### config.mk
export PLATFORM = sky130hd
export DESIGN_NAME = jtag_tap_steer
export DESIGN_NICKNAME = d
export VERILOG_FILES = /design/src/rtl/jtag_tap_steer_pkg.sv /design/src/rtl/strap_pad_mux.sv /design/src/rtl/probe_pad_drv.sv /design/src/rtl/strap_capture.sv /design/src/rtl/tap_router.sv /design/src/rtl/jtag_tap_steer.sv
export SDC_FILE = /design/constraint.sdc
export NUM_CORES = 1
export LEC_CHECK = 0
export ABC_AREA = 1
export BUFFER_PORTS_ARGS = -buffer_cell sky130_fd_sc_hd__buf_2
export CORE_AREA = 2 2 39 41
export CTS_BUF_LIST = sky130_fd_sc_hd__clkbuf_4
export CTS_CLUSTER_SIZE = 16
export DETAILED_ROUTE_END_ITERATION = 10
export DIE_AREA = 0 0 41 43
export HOLD_SLACK_MARGIN = 0.1
export MAX_ROUTING_LAYER = met4
export PLACE_DENSITY = 0.62
export SETUP_SLACK_MARGIN = 0.4
export SYNTH_ARGS = -nofsm -noshare
export SYNTH_HDL_FRONTEND = slang
export SYNTH_SLANG_ARGS = --single-unit
### constraint.sdc
create_clock -name clk -period 1.3 [get_ports clk]
set_input_delay 0.26 -clock clk [delete_from_list [all_inputs] [get_ports clk]]
set_output_delay 0.26 -clock clk [all_outputs]
set_load 0.1 [all_outputs]
### src/rtl/jtag_tap_steer_pkg.sv
package jtag_tap_steer_pkg;
  localparam int FUNC_W = 4;
  localparam int CODE_W = 2;

  typedef enum logic {
    SEL_DEBUG = 1'b0,
    SEL_BSCAN = 1'b1
  } tap_sel_e;
endpackage

### src/rtl/strap_pad_mux.sv
module strap_pad_mux #(
  parameter int FUNC_W = 4,
  parameter logic [FUNC_W-1:0] PASS_FUNC = '0,
  parameter bit ALT_PASS_EN = 1'b0,
  parameter logic [FUNC_W-1:0] ALT_FUNC = '1
) (
  input  logic [FUNC_W-1:0] pad_func,
  input  logic              pad_in,
  output logic              core_val
);
  logic pass;

  generate
    if (ALT_PASS_EN) begin : g_alt
      // a second function value also presents the pad level
      assign pass = (pad_func == PASS_FUNC) || (pad_func == ALT_FUNC);
    end else begin : g_single
      // only the emulation function presents the pad level
      assign pass = (pad_func == PASS_FUNC);
    end
  endgenerate

  assign core_val = pass ? pad_in : 1'b0;
endmodule

### src/rtl/probe_pad_drv.sv
module probe_pad_drv #(
  parameter int FUNC_W = 4,
  parameter logic [FUNC_W-1:0] PROBE_FUNC = 4'd1
) (
  input  logic              clk,
  input  logic              rst,
  input  logic [FUNC_W-1:0] pad_func,
  input  logic              probe_clk,
  output logic              pad_out,
  output logic              pad_oe
);
  logic oe_q;

  always_ff @(posedge clk) begin
    if (rst) oe_q <= 1'b0;
    else     oe_q <= (pad_func == PROBE_FUNC);
  end

  assign pad_oe  = oe_q;
  assign pad_out = oe_q & probe_clk;


  probe_oe_chk: assert property (@(posedge clk) disable iff (rst)
    (pad_func == PROBE_FUNC) |=> pad_oe);
endmodule

### src/rtl/strap_capture.sv
module strap_capture
  import jtag_tap_steer_pkg::*;
#(
  parameter int W = CODE_W,
  parameter logic [W-1:0] BSCAN_CODE = 2'b01
) (
  input  logic         clk,
  input  logic         rst,
  input  logic         test_rst_n,
  input  logic [W-1:0] code_in,
  output logic [W-1:0] code_q,
  output tap_sel_e     sel_q
);
  logic trst_q;

  always_ff @(posedge clk) begin
    if (rst) begin
      trst_q <= 1'b1;
      code_q <= '0;
      sel_q  <= SEL_DEBUG;
    end else begin
      trst_q <= test_rst_n;
      if (!test_rst_n) begin
        code_q <= '0;
        sel_q  <= SEL_DEBUG;
      end else if (!trst_q) begin
        code_q <= code_in;
        sel_q  <= (code_in == BSCAN_CODE) ? SEL_BSCAN : SEL_DEBUG;
      end
    end
  end


  reset_default_chk: assert property (@(posedge clk) disable iff (rst)
    !test_rst_n |=> (sel_q == SEL_DEBUG && code_q == '0));


  hold_sel_chk: assert property (@(posedge clk) disable iff (rst)
    (test_rst_n && trst_q) |=> ($stable(code_q) && $stable(sel_q)));


  code_sel_chk: assert property (@(posedge clk) disable iff (rst)
    (sel_q == SEL_BSCAN) == (code_q == BSCAN_CODE));
endmodule

### src/rtl/tap_router.sv
module tap_router
  import jtag_tap_steer_pkg::*;
(
  input  tap_sel_e sel,
  input  logic     test_rst_n,
  input  logic     tms,
  input  logic     tdi,
  input  logic     dbg_tdo,
  input  logic     bs_tdo,
  output logic     tdo,
  output logic     dbg_tms,
  output logic     dbg_tdi,
  output logic     dbg_trst_n,
  output logic     bs_tms,
  output logic     bs_tdi,
  output logic     bs_trst_n
);
  always_comb begin
    dbg_tms = 1'b1;
    bs_tms  = 1'b1;
    tdo     = dbg_tdo;
    if (sel == SEL_BSCAN) begin
      bs_tms = tms;
      tdo    = bs_tdo;
    end else begin
      dbg_tms = tms;
    end
  end

  assign dbg_tdi    = tdi;
  assign bs_tdi     = tdi;
  assign dbg_trst_n = test_rst_n;
  assign bs_trst_n  = test_rst_n;
endmodule

### src/rtl/jtag_tap_steer.sv
module jtag_tap_steer
  import jtag_tap_steer_pkg::*;
#(
  parameter logic [FUNC_W-1:0] STRAP_FUNC = 4'd0,
  parameter logic [FUNC_W-1:0] PULL_FUNC  = 4'd15,
  parameter logic [FUNC_W-1:0] PROBE_FUNC = 4'd1,
  parameter logic [CODE_W-1:0] BSCAN_CODE = 2'b01
) (
  input  logic              clk,
  input  logic              rst,
  input  logic              test_rst_n,
  input  logic              tms,
  input  logic              tdi,
  output logic              tdo,
  input  logic [FUNC_W-1:0] strap_a_func,
  input  logic [FUNC_W-1:0] strap_b_func,
  input  logic              strap_a_pad,
  input  logic              strap_b_pad,
  input  logic              probe_clk,
  output logic              strap_b_out,
  output logic              strap_b_oe,
  input  logic              dbg_tdo,
  input  logic              bs_tdo,
  output logic              dbg_tms,
  output logic              dbg_tdi,
  output logic              dbg_trst_n,
  output logic              bs_tms,
  output logic              bs_tdi,
  output logic              bs_trst_n,
  output logic              tap_sel,
  output logic [CODE_W-1:0] strap_code
);
  logic              core_a, core_b;
  logic [CODE_W-1:0] code_q;
  tap_sel_e          sel_q;

  strap_pad_mux #(
    .FUNC_W(FUNC_W), .PASS_FUNC(STRAP_FUNC),
    .ALT_PASS_EN(1'b1), .ALT_FUNC(PULL_FUNC)
  ) u_mux_a (
    .pad_func(strap_a_func), .pad_in(strap_a_pad), .core_val(core_a)
  );

  strap_pad_mux #(
    .FUNC_W(FUNC_W), .PASS_FUNC(STRAP_FUNC),
    .ALT_PASS_EN(1'b0), .ALT_FUNC(PULL_FUNC)
  ) u_mux_b (
    .pad_func(strap_b_func), .pad_in(strap_b_pad), .core_val(core_b)
  );

  probe_pad_drv #(.FUNC_W(FUNC_W), .PROBE_FUNC(PROBE_FUNC)) u_probe (
    .clk(clk), .rst(rst), .pad_func(strap_b_func), .probe_clk(probe_clk),
    .pad_out(strap_b_out), .pad_oe(strap_b_oe)
  );

  strap_capture #(.W(CODE_W), .BSCAN_CODE(BSCAN_CODE)) u_cap (
    .clk(clk), .rst(rst), .test_rst_n(test_rst_n),
    .code_in({core_b, core_a}), .code_q(code_q), .sel_q(sel_q)
  );

  tap_router u_route (
    .sel(sel_q), .test_rst_n(test_rst_n), .tms(tms), .tdi(tdi),
    .dbg_tdo(dbg_tdo), .bs_tdo(bs_tdo), .tdo(tdo),
    .dbg_tms(dbg_tms), .dbg_tdi(dbg_tdi), .dbg_trst_n(dbg_trst_n),
    .bs_tms(bs_tms), .bs_tdi(bs_tdi), .bs_trst_n(bs_trst_n)
  );

  assign tap_sel    = (sel_q == SEL_BSCAN);
  assign strap_code = code_q;


  idle_tms_chk: assert property (@(posedge clk) disable iff (rst)
    (tap_sel ? dbg_tms : bs_tms));
endmodule

=== Word-level counts from Yosys, hierarchy flattened ===
Cells that the tools add are included.

* $add $sub $neg: 0
* Multiply operators: 0
* Divide/modulo/power cells: 0
* Order comparisons: 0
* Eq/ne operators: 3
* Shift operators: 0
* Mux-type cells: 6
* Bitwise logic cells: 2
* Reduce and logical (&&, ||, !) cells: 4

{| class="wikitable"
|+ Operators with widths
! cell !! number
|-
| $logic_not 4->1 || 2
|-
| $mux 1 || 6
|-
| $eq 4x1->1 const B || 1
|-
| $eq 4x4->1 const B || 1
|-
| $eq 2x1->1 const B || 1
|-
| $reduce_or 2->1 || 1
|-
| $and 1x1->1 || 1
|-
| $logic_or 1x1->1 || 1
|-
| $not 1->1 || 1
|}

* Flip-flop bits (word level): 5
* Latch bits: 0
* RAM bits: 0
* Bits in read-only memories: 0
* Bits of input ports: 18
* Logic and storage cells: 19
* Memories kept: 0

=== Longest topological paths before layout ===
Gate-level depths: netlist (run 1).

* Word-level depth: 5
* Mapped depth: 5

=== By module ===
Synthesis (run 1) repeated with hierarchy kept, for this count alone.

* Cell total of the unflattened synthesis: 50
* Area total of the unflattened synthesis: 302.8 um^2

{| class="wikitable"
|+ Modules (own cells, without submodules)
! module !! times used !! cells an instance !! area an instance (um^2) !! seq. area each (um^2)
|-
| strap_capture || 1 || 18 || 146.4 || 80.1
|-
| tap_router || 1 || 11 || 56.3 || 0.0
|-
| probe_pad_drv || 1 || 9 || 50.0 || 20.0
|-
| strap_pad_mux at u_mux_a || 1 || 6 || 27.5 || 0.0
|-
| strap_pad_mux at u_mux_b || 1 || 6 || 22.5 || 0.0
|}

=== Least setup slack after synthesis (run 1) ===
No wires, ideal clock.

* Path type: reg2out
* From: reg u_cap.sel_q
* To: out tdo
* Arrival time: 1,823 ps
* Data required time: 1,040 ps
* Path slack: -783 ps
* Stages on the path, launching flop included: 2
* Buffers on the path: 0
* Cell sequence: dfxtp_1 > mux2_1

* Word-level cells in the longest chain between the ends: 1

{| class="wikitable"
|+ Ends and longest elaborated chain
! what !! RTL line !! RTL
|-
| start, declared || strap_capture.sv:12 || <nowiki>output tap_sel_e sel_q</nowiki>
|-
| start signal, assigned || strap_capture.sv:28 || <nowiki>sel_q <= (code_in == BSCAN_CODE) ? SEL_BSCAN : SEL_DEBUG;</nowiki>
|-
| $mux 1 || tap_router.sv:22 || <nowiki>if (sel == SEL_BSCAN) begin</nowiki>
|-
| end, declared || jtag_tap_steer.sv:14 || <nowiki>output logic tdo,</nowiki>
|}

Every way passes these cells.

=== Worst setup path after layout (run 1) ===
Ends and elaborated chain as after synthesis.

==> flow_results.xml, run 1 <==
<?xml version="1.0" encoding="UTF-8"?>
<metrics>
  <group name="final_layout">
    <metric name="fill_cells" unit="">135</metric>
    <metric name="insertedDiodeCount" unit="">0</metric>
    <metric name="num-nets-final" unit="">92</metric>
    <metric name="layout-drive-gt1-share" unit="">0.726</metric>
    <metric name="layout.core_utilization" unit="">0.502</metric>
    <metric name="area_growth" unit="%">135</metric>
  </group>
  <group name="die">
    <metric name="chipWidth" unit="um">41</metric>
    <metric name="die_area" unit="um^2">1760</metric>
    <metric name="dieHeight" unit="um">43</metric>
    <metric name="io_pins" unit="">30</metric>
    <metric name="initial_core_util" unit="">0.213</metric>
    <metric name="core_area" unit="um^2">1380</metric>
    <metric name="row_count" unit="">14</metric>
  </group>
  <group name="detailed_routing">
    <metric name="totalWireLength" unit="um">735</metric>
    <metric name="detailroute.via_count" unit="">347</metric>
    <metric name="drc" unit="">0</metric>
    <metric name="vias_per_cell" unit="">3.90</metric>
    <metric name="firstDrtPassIters" unit="">4</metric>
    <metric name="final_antenna_net_count" unit="">0</metric>
    <metric name="post_drt_wl_per_cell" unit="um">8.26</metric>
    <metric name="drt_iter0_markers" unit="">2</metric>
  </group>
  <group name="critical_path">
    <metric name="reg2reg_slack" unit="ps">370</metric>
    <metric name="worst_r2r_endpoint" unit="">u_cap.sel_q</metric>
    <metric name="start_kind" unit="">flip-flop</metric>
    <metric name="critical_path.endpoint_type" unit="">primary output</metric>
    <metric name="timing.critical_path.required" unit="ps">1040</metric>
    <metric name="regToRegStartpoint" unit="">u_cap.sel_q</metric>
    <metric name="worst-path-max-fanout" unit="">4</metric>
    <metric name="timing.critical_path.arrival" unit="ps">1070</metric>
    <metric name="path_class" unit="">flip-flop to primary output</metric>
    <metric name="ff2ff_path_depth" unit="">5</metric>
  </group>
  <group name="run">
    <metric name="timing.max_cap.violations" unit="">0</metric>
  </group>
  <group name="pwr">
    <metric name="power.share.switching" unit="">0.316</metric>
    <metric name="cell_internal_pwr" unit="mW">0.354</metric>
    <metric name="sequentialPowerShare" unit="">0.299</metric>
    <metric name="pwr_density_cell" unit="nW/um^2">745</metric>
    <metric name="leakage" unit="nW">0.338</metric>
    <metric name="fin_total_pwr" unit="mW">0.517</metric>
    <metric name="power.share.combinational" unit="">0.322</metric>
    <metric name="peakVddDrop" unit="uV">537</metric>
    <metric name="clockPowerShare" unit="">0.379</metric>
    <metric name="netSwitchingPower" unit="mW">0.164</metric>
  </group>
  <group name="clock_network">
    <metric name="clock_path_buffers" unit="">2</metric>
    <metric name="cts_htree_levels" unit="">1</metric>
    <metric name="tritoncts" unit="">yes</metric>
    <metric name="path_clk_slew" unit="ps">40</metric>
    <metric name="cts_buffers" unit="">3</metric>
    <metric name="clock_sink_count" unit="">5</metric>
    <metric name="worst_skew_pair_latency" unit="ps">240</metric>
    <metric name="cts-root-buf" unit="">sky130_fd_sc_hd__clkbuf_4</metric>
    <metric name="holdBufCountCts" unit="">0</metric>
  </group>
  <group name="synth">
    <metric name="synth_top_area_share" unit="">0.339</metric>
    <metric name="sequential_fraction_of_the_synthesis_area" unit="">0.339</metric>
    <metric name="synth-edff-count" unit="">0</metric>
    <metric name="post_synth.cell_area_avg" unit="um^2">7.20</metric>
    <metric name="area_contributors_post_synth" unit="">sky130_fd_sc_hd__dfxtp_1 (34%), sky130_fd_sc_hd__buf_4 (10%), sky130_fd_sc_hd__nand2_1 (10%)</metric>
    <metric name="ys_async_sr_fraction" unit="">0</metric>
    <metric name="post_synth_top_area_cell" unit="">sky130_fd_sc_hd__dfxtp_1</metric>
    <metric name="synthesis.area" unit="um^2">295</metric>
    <metric name="yosysUniqueCellTypes" unit="">17</metric>
    <metric name="synthesis.nets" unit="">59</metric>
    <metric name="ys_seq_elements" unit="">5</metric>
    <metric name="post_synth_inst_count" unit="">41</metric>
    <metric name="ys.warnings.count" unit="">0</metric>
    <metric name="post-synth-top-count-cell" unit="">sky130_fd_sc_hd__nand2_1</metric>
    <metric name="synth.top_cells.by_count" unit="">sky130_fd_sc_hd__nand2_1 (8), sky130_fd_sc_hd__inv_1 (6), sky130_fd_sc_hd__dfxtp_1 (5), sky130_fd_sc_hd__buf_4 (4), sky130_fd_sc_hd__nor2_1 (4)</metric>
    <metric name="synthFlopType" unit="">sky130_fd_sc_hd__dfxtp_1</metric>
  </group>
  <group name="sta">
    <metric name="final_period_minus_worst_setup_slack" unit="ps">1330</metric>
    <metric name="tightestPinTransition" unit="ps">193</metric>
    <metric name="postLayoutSetupSlackWorst" unit="ps">-30.8</metric>
    <metric name="report.final.setup_viol" unit="">1</metric>
    <metric name="finalCritPeriodShare" unit="">1.02</metric>
    <metric name="drv_slew" unit="">0</metric>
    <metric name="hold_violations" unit="">0</metric>
    <metric name="finalClockSkew" unit="ps">1.83</metric>
    <metric name="rsz0062_at_grt" unit="">yes</metric>
    <metric name="max_slew_margin" unit="">0.870</metric>
    <metric name="max_clock_freq" unit="MHz">751</metric>
  </group>
  <group name="global_route">
    <metric name="grt_start_max_net_pins" unit="">5</metric>
    <metric name="grt_pass1_vias" unit="">323</metric>
    <metric name="grt_overflow_total" unit="">0</metric>
    <metric name="globalRouteTotalUtil" unit="">0.0989</metric>
    <metric name="grt_antenna_before_repair" unit="">0</metric>
    <metric name="grt_first_pass_wirelength" unit="mm">1.15</metric>
  </group>
  <group name="status">
    <metric name="status" unit="">finished, violations left</metric>
    <metric name="failed_checks" unit="">negative setup slack</metric>
  </group>
  <group name="placed_design">
    <metric name="place.port_buffers" unit="">26</metric>
    <metric name="dp_hpwl" unit="um">616</metric>
    <metric name="routabilityCongestion" unit="">0.693</metric>
    <metric name="pre_cts_ws" unit="ps">183</metric>
  </group>
  <group name="min_path">
    <metric name="hold_path.startpoint" unit="">rst</metric>
    <metric name="whs_path_depth" unit="">2</metric>
    <metric name="hp-class" unit="">input pin to flip-flop</metric>
    <metric name="hold_end" unit="">u_probe.pad_oe</metric>
  </group>
</metrics>
==> power groups by stage <==
stage / logic (mW) / registers, mW / clock network [mW]
after floorplan: 0.113 / 0.169 / 0
after global placement: 0.162 / 0.157 / 0
after detailed placement: 0.164 / 0.157 / 0
after CTS: 0.167 / 0.154 / 0.207
after global routing: 0.176 / 0.155 / 0.220
final: 0.167 / 0.155 / 0.196
==> state kept, by name (all words and copies together), names as in the netlist <==
signal,flops
u_cap.code_q,2
u_cap.sel_q,1
u_cap.trst_q,1
u_probe.pad_oe,1
==> worst max path at each step <==
| stage | endpoint | startpoint |
|---|---|---|
| floorplan | tdo | u_cap.sel_q |
| global placement | tdo | u_cap.sel_q |
| detailed placement | tdo | u_cap.sel_q |
| CTS | tdo | u_cap.sel_q |
| global route | tdo | u_cap.sel_q |
| finish | tdo | u_cap.sel_q |
==> layout by cell type, fill, tap and decap left out <==
cell type                    synthesis  routed
sky130_fd_sc_hd__o21ai_1             1       1
sky130_fd_sc_hd__dfxtp_1             5       1
sky130_fd_sc_hd__nand3b_1            1       1
sky130_fd_sc_hd__buf_2               0      16
sky130_fd_sc_hd__inv_2               1       1
sky130_fd_sc_hd__a21oi_1             1       1
sky130_fd_sc_hd__clkinvlp_4          0       1
sky130_fd_sc_hd__o21ai_0             1       1
sky130_fd_sc_hd__a21oi_2             3       3
sky130_fd_sc_hd__clkbuf_4            0       4
sky130_fd_sc_hd__nor2_1              4       4
sky130_fd_sc_hd__dfxtp_4             0       4
sky130_fd_sc_hd__nand3_1             1       1
sky130_fd_sc_hd__buf_4               4       3
sky130_fd_sc_hd__nand2_1             8       5
sky130_fd_sc_hd__or2_2               1       1
sky130_fd_sc_hd__nand3_2             1       1
sky130_fd_sc_hd__buf_6               0       3
sky130_fd_sc_hd__nand2_4             0       2
sky130_fd_sc_hd__or2_4               0       1
sky130_fd_sc_hd__inv_1               6       5
sky130_fd_sc_hd__mux2_4              0       1
sky130_fd_sc_hd__nand2_2             1       2
sky130_fd_sc_hd__buf_12              0      10
==> worst max-delay path: stages (launching register included) <==
cell and delay [ps]:
sky130_fd_sc_hd__dfxtp_4 360, sky130_fd_sc_hd__mux2_4 310, sky130_fd_sc_hd__buf_12 170
==> routing by layer <==
layer,vias to the layer above,routed length [um],GRT usage
met4,0,0,0.0200
li1,186,-,-
met3,0,88,0.0628
met2,18,399,0.166
met1,143,248,0.0903
met5,-,0,-
==> logic make-up after synthesis <==
family,count (synthesis),synth area share
AO/OA/AOI/OAI,6,0.140
AND/OR/NAND/NOR,18,0.292
multiplexers,1,0.0381
flip-flops,5,0.339
buffers and inverters,11,0.191
==> per-stage QoR <==
stage / hold WS (ps) / setup TNS (ps) / cell area [um^2] / std cells
finish: 199 / -30.8 / 694 / 89
global route: 207 / -111 / 694 / 89
CTS: 192 / -39.4 / 662 / 86
detailed placement: 444 / 0 / 601 / 79
global placement: 442 / 0 / 601 / 79
floorplan: 323 / 0 / 330 / 41
==> area by class of cell <==
type                    count  area [um^2]  share of cell area
inverters                   7         30.0              0.0432
multi-input cells          25          163               0.234
flip-flops and latches      5          115               0.166
clock buffers               4         30.0              0.0432
repair buffers             32          337               0.485
well taps                  16         20.0              0.0288
==> repair_timing <==
action | CTS | global route
setup buffers | 3 | 3
gates resized for setup | 2 | 3
pin swaps | 0 | 2
endpoints found under the setup margin | 8 | 8
Power figures use the tool's default switching activity.
==> inputs of run 2 (changes only) <==
--- a/config.mk
+++ b/config.mk
@@ -7,6 +7,7 @@
 export LEC_CHECK = 0
 export ABC_AREA = 1
 export BUFFER_PORTS_ARGS = -buffer_cell sky130_fd_sc_hd__buf_2
+export CAP_MARGIN = 10
 export CORE_AREA = 2 2 39 41
 export CTS_BUF_LIST = sky130_fd_sc_hd__clkbuf_4
 export CTS_CLUSTER_SIZE = 16
@@ -14,8 +15,8 @@
 export DIE_AREA = 0 0 41 43
 export HOLD_SLACK_MARGIN = 0.1
 export MAX_ROUTING_LAYER = met4
-export PLACE_DENSITY = 0.62
-export SETUP_SLACK_MARGIN = 0.4
+export PLACE_DENSITY = 0.63
 export SYNTH_ARGS = -nofsm -noshare
 export SYNTH_HDL_FRONTEND = slang
+export SYNTH_HIERARCHICAL = 1
 export SYNTH_SLANG_ARGS = --single-unit
==> flow_results.xml, run 2 <==
<?xml version="1.0" encoding="UTF-8"?>
<metrics>
  <group name="synth">
    <metric name="ys_seq_elements" unit="">5</metric>
    <metric name="synth-edff-count" unit="">0</metric>
    <metric name="post-synth-top-count-cell" unit="">sky130_fd_sc_hd__nand2_1</metric>
    <metric name="post_synth_inst_count" unit="">50</metric>
    <metric name="synthesis.nets" unit="">68</metric>
    <metric name="synthesis.area" unit="um^2">303</metric>
    <metric name="yosysUniqueCellTypes" unit="">11</metric>
    <metric name="synth_top_area_share" unit="">0.331</metric>
    <metric name="ys_async_sr_fraction" unit="">0</metric>
    <metric name="post_synth.cell_area_avg" unit="um^2">6.06</metric>
    <metric name="synthFlopType" unit="">sky130_fd_sc_hd__dfxtp_1</metric>
    <metric name="ys.warnings.count" unit="">6</metric>
    <metric name="post_synth_top_area_cell" unit="">sky130_fd_sc_hd__dfxtp_1</metric>
    <metric name="synth.top_cells.by_count" unit="">sky130_fd_sc_hd__nand2_1 (20), sky130_fd_sc_hd__inv_1 (9), sky130_fd_sc_hd__dfxtp_1 (5), sky130_fd_sc_hd__nor2_1 (5), sky130_fd_sc_hd__buf_4 (4)</metric>
    <metric name="area_contributors_post_synth" unit="">sky130_fd_sc_hd__dfxtp_1 (33%), sky130_fd_sc_hd__nand2_1 (25%), sky130_fd_sc_hd__inv_1 (11%)</metric>
    <metric name="sequential_fraction_of_the_synthesis_area" unit="">0.331</metric>
  </group>
  <group name="sta">
    <metric name="hold_violations" unit="">0</metric>
    <metric name="rsz0062_at_grt" unit="">no</metric>
    <metric name="finalClockSkew" unit="ps">1.55</metric>
    <metric name="report.final.setup_viol" unit="">0</metric>
    <metric name="max_slew_margin" unit="">0.881</metric>
    <metric name="drv_slew" unit="">0</metric>
    <metric name="holdWs" unit="ps">222</metric>
    <metric name="tightestPinTransition" unit="ps">177</metric>
    <metric name="finalSetupTns" unit="ps">0</metric>
    <metric name="finalCritPeriodShare" unit="">0.954</metric>
    <metric name="final_period_minus_worst_setup_slack" unit="ps">1240</metric>
    <metric name="max_clock_freq" unit="MHz">806</metric>
  </group>
  <group name="detailed_routing">
    <metric name="post_drt_wl_per_cell" unit="um">8.26</metric>
    <metric name="drt_iter0_markers" unit="">1</metric>
    <metric name="firstDrtPassIters" unit="">3</metric>
    <metric name="vias_per_cell" unit="">4.00</metric>
    <metric name="final_antenna_net_count" unit="">0</metric>
    <metric name="drc" unit="">0</metric>
    <metric name="detailroute.via_count" unit="">368</metric>
    <metric name="totalWireLength" unit="um">760</metric>
  </group>
  <group name="global_route">
    <metric name="grt_use_met3" unit="">0.0209</metric>
    <metric name="globalRouteMet1Util" unit="">0.0971</metric>
    <metric name="grtUsageMet2" unit="">0.184</metric>
    <metric name="grt_antenna_before_repair" unit="">0</metric>
    <metric name="grt_overflow_total" unit="">0</metric>
    <metric name="grt_start_max_net_pins" unit="">6</metric>
    <metric name="grt_pass1_vias" unit="">350</metric>
    <metric name="top_usage_layer" unit="">met2</metric>
    <metric name="globalRouteTotalUtil" unit="">0.115</metric>
    <metric name="grt_first_pass_wirelength" unit="mm">1.28</metric>
  </group>
  <group name="pwr">
    <metric name="leakage" unit="nW">0.302</metric>
    <metric name="sequentialPowerShare" unit="">0.303</metric>
    <metric name="pwr_density_cell" unit="nW/um^2">820</metric>
    <metric name="netSwitchingPower" unit="mW">0.168</metric>
    <metric name="power.share.combinational" unit="">0.307</metric>
    <metric name="peakVddDrop" unit="uV">360</metric>
    <metric name="power.share.switching" unit="">0.323</metric>
    <metric name="cell_internal_pwr" unit="mW">0.352</metric>
    <metric name="clockPowerShare" unit="">0.390</metric>
  </group>
  <group name="critical_path">
    <metric name="worst-path-max-fanout" unit="">5</metric>
    <metric name="timing.critical_path.arrival" unit="ps">980</metric>
    <metric name="timing.critical_path.required" unit="ps">1040</metric>
    <metric name="regToRegStartpoint" unit="">u_cap/trst_q</metric>
    <metric name="path_class" unit="">flip-flop to primary output</metric>
    <metric name="start_kind" unit="">flip-flop</metric>
    <metric name="critical_path.endpoint_type" unit="">primary output</metric>
    <metric name="worst_setup_path_start" unit="">u_cap/sel_q</metric>
  </group>
  <group name="placed_design">
    <metric name="dp_hpwl" unit="um">657</metric>
    <metric name="routabilityCongestion" unit="">0.659</metric>
    <metric name="place.port_buffers" unit="">26</metric>
  </group>
  <group name="final_layout">
    <metric name="num-nets-final" unit="">95</metric>
    <metric name="area_growth" unit="%">110</metric>
    <metric name="layout-drive-gt1-share" unit="">0.539</metric>
    <metric name="fill_cells" unit="">143</metric>
    <metric name="area.sequential" unit="um^2">108</metric>
    <metric name="largest_register_ff_count" unit="">2</metric>
    <metric name="most-common-layout-cells" unit="">sky130_fd_sc_hd__buf_2 (16), sky130_fd_sc_hd__nand2_1 (16), sky130_fd_sc_hd__buf_12 (10), sky130_fd_sc_hd__inv_1 (7), sky130_fd_sc_hd__nor2_1 (5)</metric>
    <metric name="multi_input_area" unit="um^2">155</metric>
    <metric name="insertedDiodeCount" unit="">0</metric>
    <metric name="top_register" unit="">u_cap/code_q</metric>
  </group>
  <group name="clock_network">
    <metric name="cts_buffers" unit="">3</metric>
    <metric name="tritoncts" unit="">yes</metric>
    <metric name="clock_path_buffers" unit="">2</metric>
    <metric name="worst_skew_pair_latency" unit="ps">240</metric>
    <metric name="cts_htree_levels" unit="">1</metric>
    <metric name="cts-root-buf" unit="">sky130_fd_sc_hd__clkbuf_4</metric>
    <metric name="path_clk_slew" unit="ps">50</metric>
    <metric name="clock_sink_count" unit="">5</metric>
  </group>
  <group name="run">
    <metric name="timing.max_cap.violations" unit="">0</metric>
  </group>
  <group name="die">
    <metric name="chipWidth" unit="um">41</metric>
    <metric name="initial_core_util" unit="">0.219</metric>
    <metric name="row_count" unit="">14</metric>
    <metric name="core_area" unit="um^2">1380</metric>
    <metric name="dieHeight" unit="um">43</metric>
    <metric name="io_pins" unit="">30</metric>
    <metric name="die_area" unit="um^2">1760</metric>
  </group>
  <group name="status">
    <metric name="status" unit="">finished clean</metric>
  </group>
  <group name="min_path">
    <metric name="hp-class" unit="">input pin to flip-flop</metric>
    <metric name="hold_path.startpoint" unit="">rst</metric>
  </group>
</metrics>
run 2: changes by cell type after synthesis, sizes merged:
cell and delta:
nand2 +11, inv +3, or2 -2, a21oi -1, mux2 -1, nand3 -1, nand3b -1, nor2 +1
o21a +1, o21ai -1
run 2: final cells by class:
type / count / area share
timing repair buffer: 26 / 0.442
multi-input combinational: 31 / 0.245
sequential: 5 / 0.170
inverter: 10 / 0.0651
clock buffer: 4 / 0.0473
tap: 16 / 0.0316
run 2: critical path, stage by stage (launching register included):
cell                      delay [ps]
sky130_fd_sc_hd__dfxtp_4         360
sky130_fd_sc_hd__inv_2            90
sky130_fd_sc_hd__nand2_2          60
sky130_fd_sc_hd__nand2_4          60
sky130_fd_sc_hd__buf_12          160
run 2: what timing repair did:
action                     4_1_cts  5_1_grt
gates resized for setup          1        1
setup endpoints to repair        1        1
buffers inserted                 0        0
hold buffers                     0        0
run 2: logic make-up (layout without fill, tap and decap cells):
group / count (synthesis) / after routing / synth area share
and+or+nand+nor: 26 / 26 / 0.343
buffers and inverters: 14 / 40 / 0.223
AOI/OAI and AO/OA: 5 / 5 / 0.103
DFF: 5 / 5 / 0.331
run 2: metrics by stage:
stage,area [um^2],power (mW),util,worst slack (ps),cells
final,634,0.520,0.458,59.9,92
after global routing,634,0.550,0.458,7.57,92
after CTS,632,0.530,0.457,14.9,92
after detailed placement,602,0.320,0.435,227,88
after global placement,602,0.318,0.435,263,88
after floorplan,332,0.284,-,41.6,50
run 2: worst paths after layout:
kind | to | slack (ps) | depth (start not counted)
setup / recovery | tdo | 60 | 4
hold / removal | u_cap/trst_q | 220 | 3
setup reg to reg | u_cap/code_q[1] | 620 | 3
hold reg to reg | u_cap/code_q[1] | 500 | 2
run 2: power groups by stage:
| stage | Combinational (mW) | Clock, mW | Sequential [mW] |
|---|---|---|---|
| finish | 0.160 | 0.203 | 0.158 |
| global route | 0.171 | 0.222 | 0.158 |
| floorplan | 0.116 | 0 | 0.168 |
| detailed placement | 0.160 | 0 | 0.160 |
| CTS | 0.160 | 0.212 | 0.158 |
| global placement | 0.158 | 0 | 0.160 |
run 2: metal layers:
metal | part of all wire | wire (um) | up-vias
met5 | 0 | 0 | -
met4 | 0.0053 | 4 | 0
met3 | 0.11 | 81 | 2
met2 | 0.56 | 424 | 18
met1 | 0.33 | 250 | 154
li1 | - | - | 194
==> inputs of run 3 (changes only) <==
--- a/config.mk
+++ b/config.mk
@@ -5,9 +5,10 @@
 export SDC_FILE = /design/constraint.sdc
 export NUM_CORES = 1
 export LEC_CHECK = 0
-export ABC_AREA = 1
 export BUFFER_PORTS_ARGS = -buffer_cell sky130_fd_sc_hd__buf_2
 export CAP_MARGIN = 10
+export CELL_PAD_IN_SITES_DETAIL_PLACEMENT = 1
+export CELL_PAD_IN_SITES_GLOBAL_PLACEMENT = 1
 export CORE_AREA = 2 2 39 41
 export CTS_BUF_LIST = sky130_fd_sc_hd__clkbuf_4
 export CTS_CLUSTER_SIZE = 16
@@ -15,7 +16,7 @@
 export DIE_AREA = 0 0 41 43
 export HOLD_SLACK_MARGIN = 0.1
 export MAX_ROUTING_LAYER = met4
-export PLACE_DENSITY = 0.63
+export PLACE_DENSITY = 0.83
 export SYNTH_ARGS = -nofsm -noshare
 export SYNTH_HDL_FRONTEND = slang
 export SYNTH_HIERARCHICAL = 1
==> flow_results.xml, run 3 <==
<?xml version="1.0" encoding="UTF-8"?>
<metrics>
  <group name="pwr">
    <metric name="peakVddDrop" unit="uV">301</metric>
    <metric name="pwr_density_cell" unit="nW/um^2">785</metric>
    <metric name="leakage" unit="nW">0.291</metric>
    <metric name="fin_total_pwr" unit="mW">0.502</metric>
  </group>
  <group name="synth">
    <metric name="ys_async_sr_fraction" unit="">0</metric>
    <metric name="ys.warnings.count" unit="">6</metric>
    <metric name="post_synth_top_area_cell" unit="">sky130_fd_sc_hd__dfxtp_1</metric>
    <metric name="post_synth_inst_count" unit="">29</metric>
    <metric name="synth.top_cells.by_count" unit="">sky130_fd_sc_hd__dfxtp_1 (5), sky130_fd_sc_hd__buf_4 (4), sky130_fd_sc_hd__nand2b_1 (3)</metric>
    <metric name="yosysUniqueCellTypes" unit="">16</metric>
    <metric name="synthesis.nets" unit="">47</metric>
    <metric name="synth_top_area_share" unit="">0.365</metric>
    <metric name="sequential_fraction_of_the_synthesis_area" unit="">0.365</metric>
    <metric name="ys_seq_elements" unit="">5</metric>
    <metric name="synthFlopType" unit="">sky130_fd_sc_hd__dfxtp_1</metric>
    <metric name="post_synth.cell_area_avg" unit="um^2">9.45</metric>
    <metric name="area_contributors_post_synth" unit="">sky130_fd_sc_hd__dfxtp_1 (37%), sky130_fd_sc_hd__buf_4 (11%), sky130_fd_sc_hd__mux2i_1 (7.3%)</metric>
    <metric name="post-synth-top-count-cell" unit="">sky130_fd_sc_hd__dfxtp_1</metric>
    <metric name="synth-edff-count" unit="">0</metric>
    <metric name="synthesis.area" unit="um^2">274</metric>
  </group>
  <group name="die">
    <metric name="chipWidth" unit="um">41</metric>
    <metric name="core_area" unit="um^2">1380</metric>
    <metric name="dieHeight" unit="um">43</metric>
    <metric name="die_area" unit="um^2">1760</metric>
    <metric name="io_pins" unit="">30</metric>
    <metric name="row_count" unit="">14</metric>
    <metric name="initial_core_util" unit="">0.198</metric>
  </group>
  <group name="critical_path">
    <metric name="worst-path-max-fanout" unit="">2</metric>
    <metric name="cp_slowest_cell" unit="">sky130_fd_sc_hd__or4_4</metric>
    <metric name="regToRegStartpoint" unit="">u_cap/trst_q</metric>
    <metric name="cp-endpoint" unit="">u_cap/sel_q</metric>
    <metric name="reg2reg_slack" unit="ps">410</metric>
    <metric name="worst_r2r_endpoint" unit="">u_cap/sel_q</metric>
    <metric name="timing.critical_path.required" unit="ps">1460</metric>
    <metric name="ff2ff_path_depth" unit="">2</metric>
    <metric name="start_kind" unit="">input pin</metric>
    <metric name="worst_path_largest_cell_delay" unit="ps">530</metric>
    <metric name="timing.critical_path.arrival" unit="ps">1490</metric>
    <metric name="cp_cell_sequence" unit="">buf_6 -&gt; or4_4 -&gt; a21boi_2 -&gt; or3b_1 -&gt; a21oi_1</metric>
    <metric name="critical_path.endpoint_type" unit="">flip-flop</metric>
    <metric name="path_class" unit="">input pin to flip-flop</metric>
    <metric name="worst_setup_path_start" unit="">strap_a_func[1]</metric>
  </group>
  <group name="sta">
    <metric name="max_clock_freq" unit="MHz">749</metric>
    <metric name="finalCritPeriodShare" unit="">1.03</metric>
    <metric name="rsz0062_at_grt" unit="">yes</metric>
    <metric name="finalClockSkew" unit="ps">1.66</metric>
    <metric name="holdWs" unit="ps">237</metric>
    <metric name="max_slew_margin" unit="">0.810</metric>
    <metric name="drv_slew" unit="">0</metric>
    <metric name="tightestPinTransition" unit="ps">283</metric>
    <metric name="postLayoutSetupSlackWorst" unit="ps">-34.4</metric>
    <metric name="hold_violations" unit="">0</metric>
    <metric name="report.final.setup_viol" unit="">2</metric>
    <metric name="final_period_minus_worst_setup_slack" unit="ps">1330</metric>
  </group>
  <group name="final_layout">
    <metric name="fill_cells" unit="">162</metric>
    <metric name="top_register" unit="">u_cap/code_q</metric>
    <metric name="layout-drive-gt1-share" unit="">0.746</metric>
    <metric name="num-nets-final" unit="">78</metric>
    <metric name="area_growth" unit="%">133</metric>
    <metric name="area.sequential" unit="um^2">108</metric>
    <metric name="layout.core_utilization" unit="">0.462</metric>
    <metric name="most-common-layout-cells" unit="">sky130_fd_sc_hd__buf_2 (14), sky130_fd_sc_hd__buf_12 (10), sky130_fd_sc_hd__clkbuf_4 (4), sky130_fd_sc_hd__buf_4 (4), sky130_fd_sc_hd__dfxtp_1 (3)</metric>
    <metric name="layout.cells.most_common" unit="">sky130_fd_sc_hd__buf_2</metric>
    <metric name="multi_input_area" unit="um^2">159</metric>
    <metric name="largest_register_ff_count" unit="">2</metric>
    <metric name="insertedDiodeCount" unit="">0</metric>
  </group>
  <group name="min_path">
    <metric name="hp-class" unit="">input pin to flip-flop</metric>
  </group>
  <group name="run">
    <metric name="timing.max_cap.violations" unit="">0</metric>
  </group>
  <group name="detailed_routing">
    <metric name="drc" unit="">0</metric>
    <metric name="drt_iter0_markers" unit="">2</metric>
    <metric name="post_drt_wl_per_cell" unit="um">11.2</metric>
    <metric name="final_antenna_net_count" unit="">0</metric>
    <metric name="firstDrtPassIters" unit="">2</metric>
    <metric name="totalWireLength" unit="um">837</metric>
    <metric name="detailroute.via_count" unit="">328</metric>
    <metric name="vias_per_cell" unit="">4.37</metric>
  </group>
  <group name="clock_network">
    <metric name="tritoncts" unit="">yes</metric>
    <metric name="cts_buffers" unit="">3</metric>
    <metric name="path_clk_slew" unit="ps">40</metric>
    <metric name="clock_sink_count" unit="">5</metric>
    <metric name="clock_path_buffers" unit="">2</metric>
    <metric name="worst_skew_pair_latency" unit="ps">230</metric>
    <metric name="cts_htree_levels" unit="">1</metric>
    <metric name="cts-root-buf" unit="">sky130_fd_sc_hd__clkbuf_4</metric>
    <metric name="holdBufCountCts" unit="">0</metric>
  </group>
  <group name="placed_design">
    <metric name="place.port_buffers" unit="">26</metric>
    <metric name="routabilityCongestion" unit="">0.583</metric>
    <metric name="dp_hpwl" unit="um">646</metric>
    <metric name="pre_cts_ws" unit="ps">-338</metric>
  </group>
  <group name="global_route">
    <metric name="grt_start_max_net_pins" unit="">5</metric>
    <metric name="grt_pass1_vias" unit="">364</metric>
    <metric name="grt_first_pass_wirelength" unit="mm">1.37</metric>
    <metric name="grt_overflow_total" unit="">0</metric>
    <metric name="grt_antenna_before_repair" unit="">0</metric>
    <metric name="globalRouteTotalUtil" unit="">0.124</metric>
  </group>
  <group name="status">
    <metric name="status" unit="">finished, violations left</metric>
    <metric name="failed_checks" unit="">negative setup slack</metric>
  </group>
</metrics>
## run 3: cell type report
cell class | count | area share
repair buffers | 30 | 0.505
multi-input cells | 20 | 0.249
flip-flops and latches | 5 | 0.168
clock buffers | 4 | 0.0470
well taps | 16 | 0.0313
## run 3: what timing repair did
action / CTS / global route
endpoints found under the setup margin: 2 / 3
pin swaps: 1 / 3
gates cloned: 0 / 0
setup buffers: 5 / 0
gates resized for setup: 3 / 1
## run 3: critical path, delay by kind of cell
family / cells / cell delay (ps)
AO/OA/AOI/OAI: 2 / 260
AND/OR/NAND/NOR: 2 / 880
buffers and inverters: 1 / 90
## run 3: kinds of logic (layout without fill, tap and decap cells)
| group | after synthesis | count (layout) | synth area share |
|---|---|---|---|
| buffers and inverters | 4 | 34 | 0.110 |
| multiplexers | 3 | 3 | 0.128 |
| AO/OA/AOI/OAI | 2 | 2 | 0.0457 |
| flip-flops | 5 | 5 | 0.365 |
| AND/OR/NAND/NOR | 15 | 15 | 0.352 |
## run 3: worst min-delay path by stage
stage                      to  cells past startpoint       startpoint  slack, ps
6_report       u_probe/pad_oe                      2  strap_b_func[0]        240
5_1_grt        u_probe/pad_oe                      2  strap_b_func[0]        230
4_1_cts        u_probe/pad_oe                      2  strap_b_func[0]        230
3_5_place_dp   u_probe/pad_oe                      2  strap_b_func[0]        480
3_3_place_gp     u_cap/trst_q                      2              rst        480
2_1_floorplan    u_cap/trst_q                      1              rst        360
## run 3: routing by layer
layer | GRT usage | wire length (um) | vias to the layer above
li1 | - | - | 158
met1 | 0.0935 | 245 | 150
met2 | 0.225 | 508 | 20
met3 | 0.0366 | 83 | 0
met4 | 0.0800 | 0 | 0
met5 | - | 0 | -
## run 3: through the flow
stage | TNS [ps] | cell area [um^2] | std cells
6_report | -67.5 | 639 | 75
2_1_floorplan | -132 | 289 | 29
3_3_place_gp | -264 | 559 | 67
5_1_grt | -130 | 639 | 75
4_1_cts | -74.9 | 641 | 76
3_5_place_dp | -368 | 559 | 67
## run 3: power by group
part           total, mW  switching, mW  internal, mW
clock              0.195         0.0585         0.137
sequential         0.156        0.00313         0.153
combinational      0.151         0.0844        0.0665
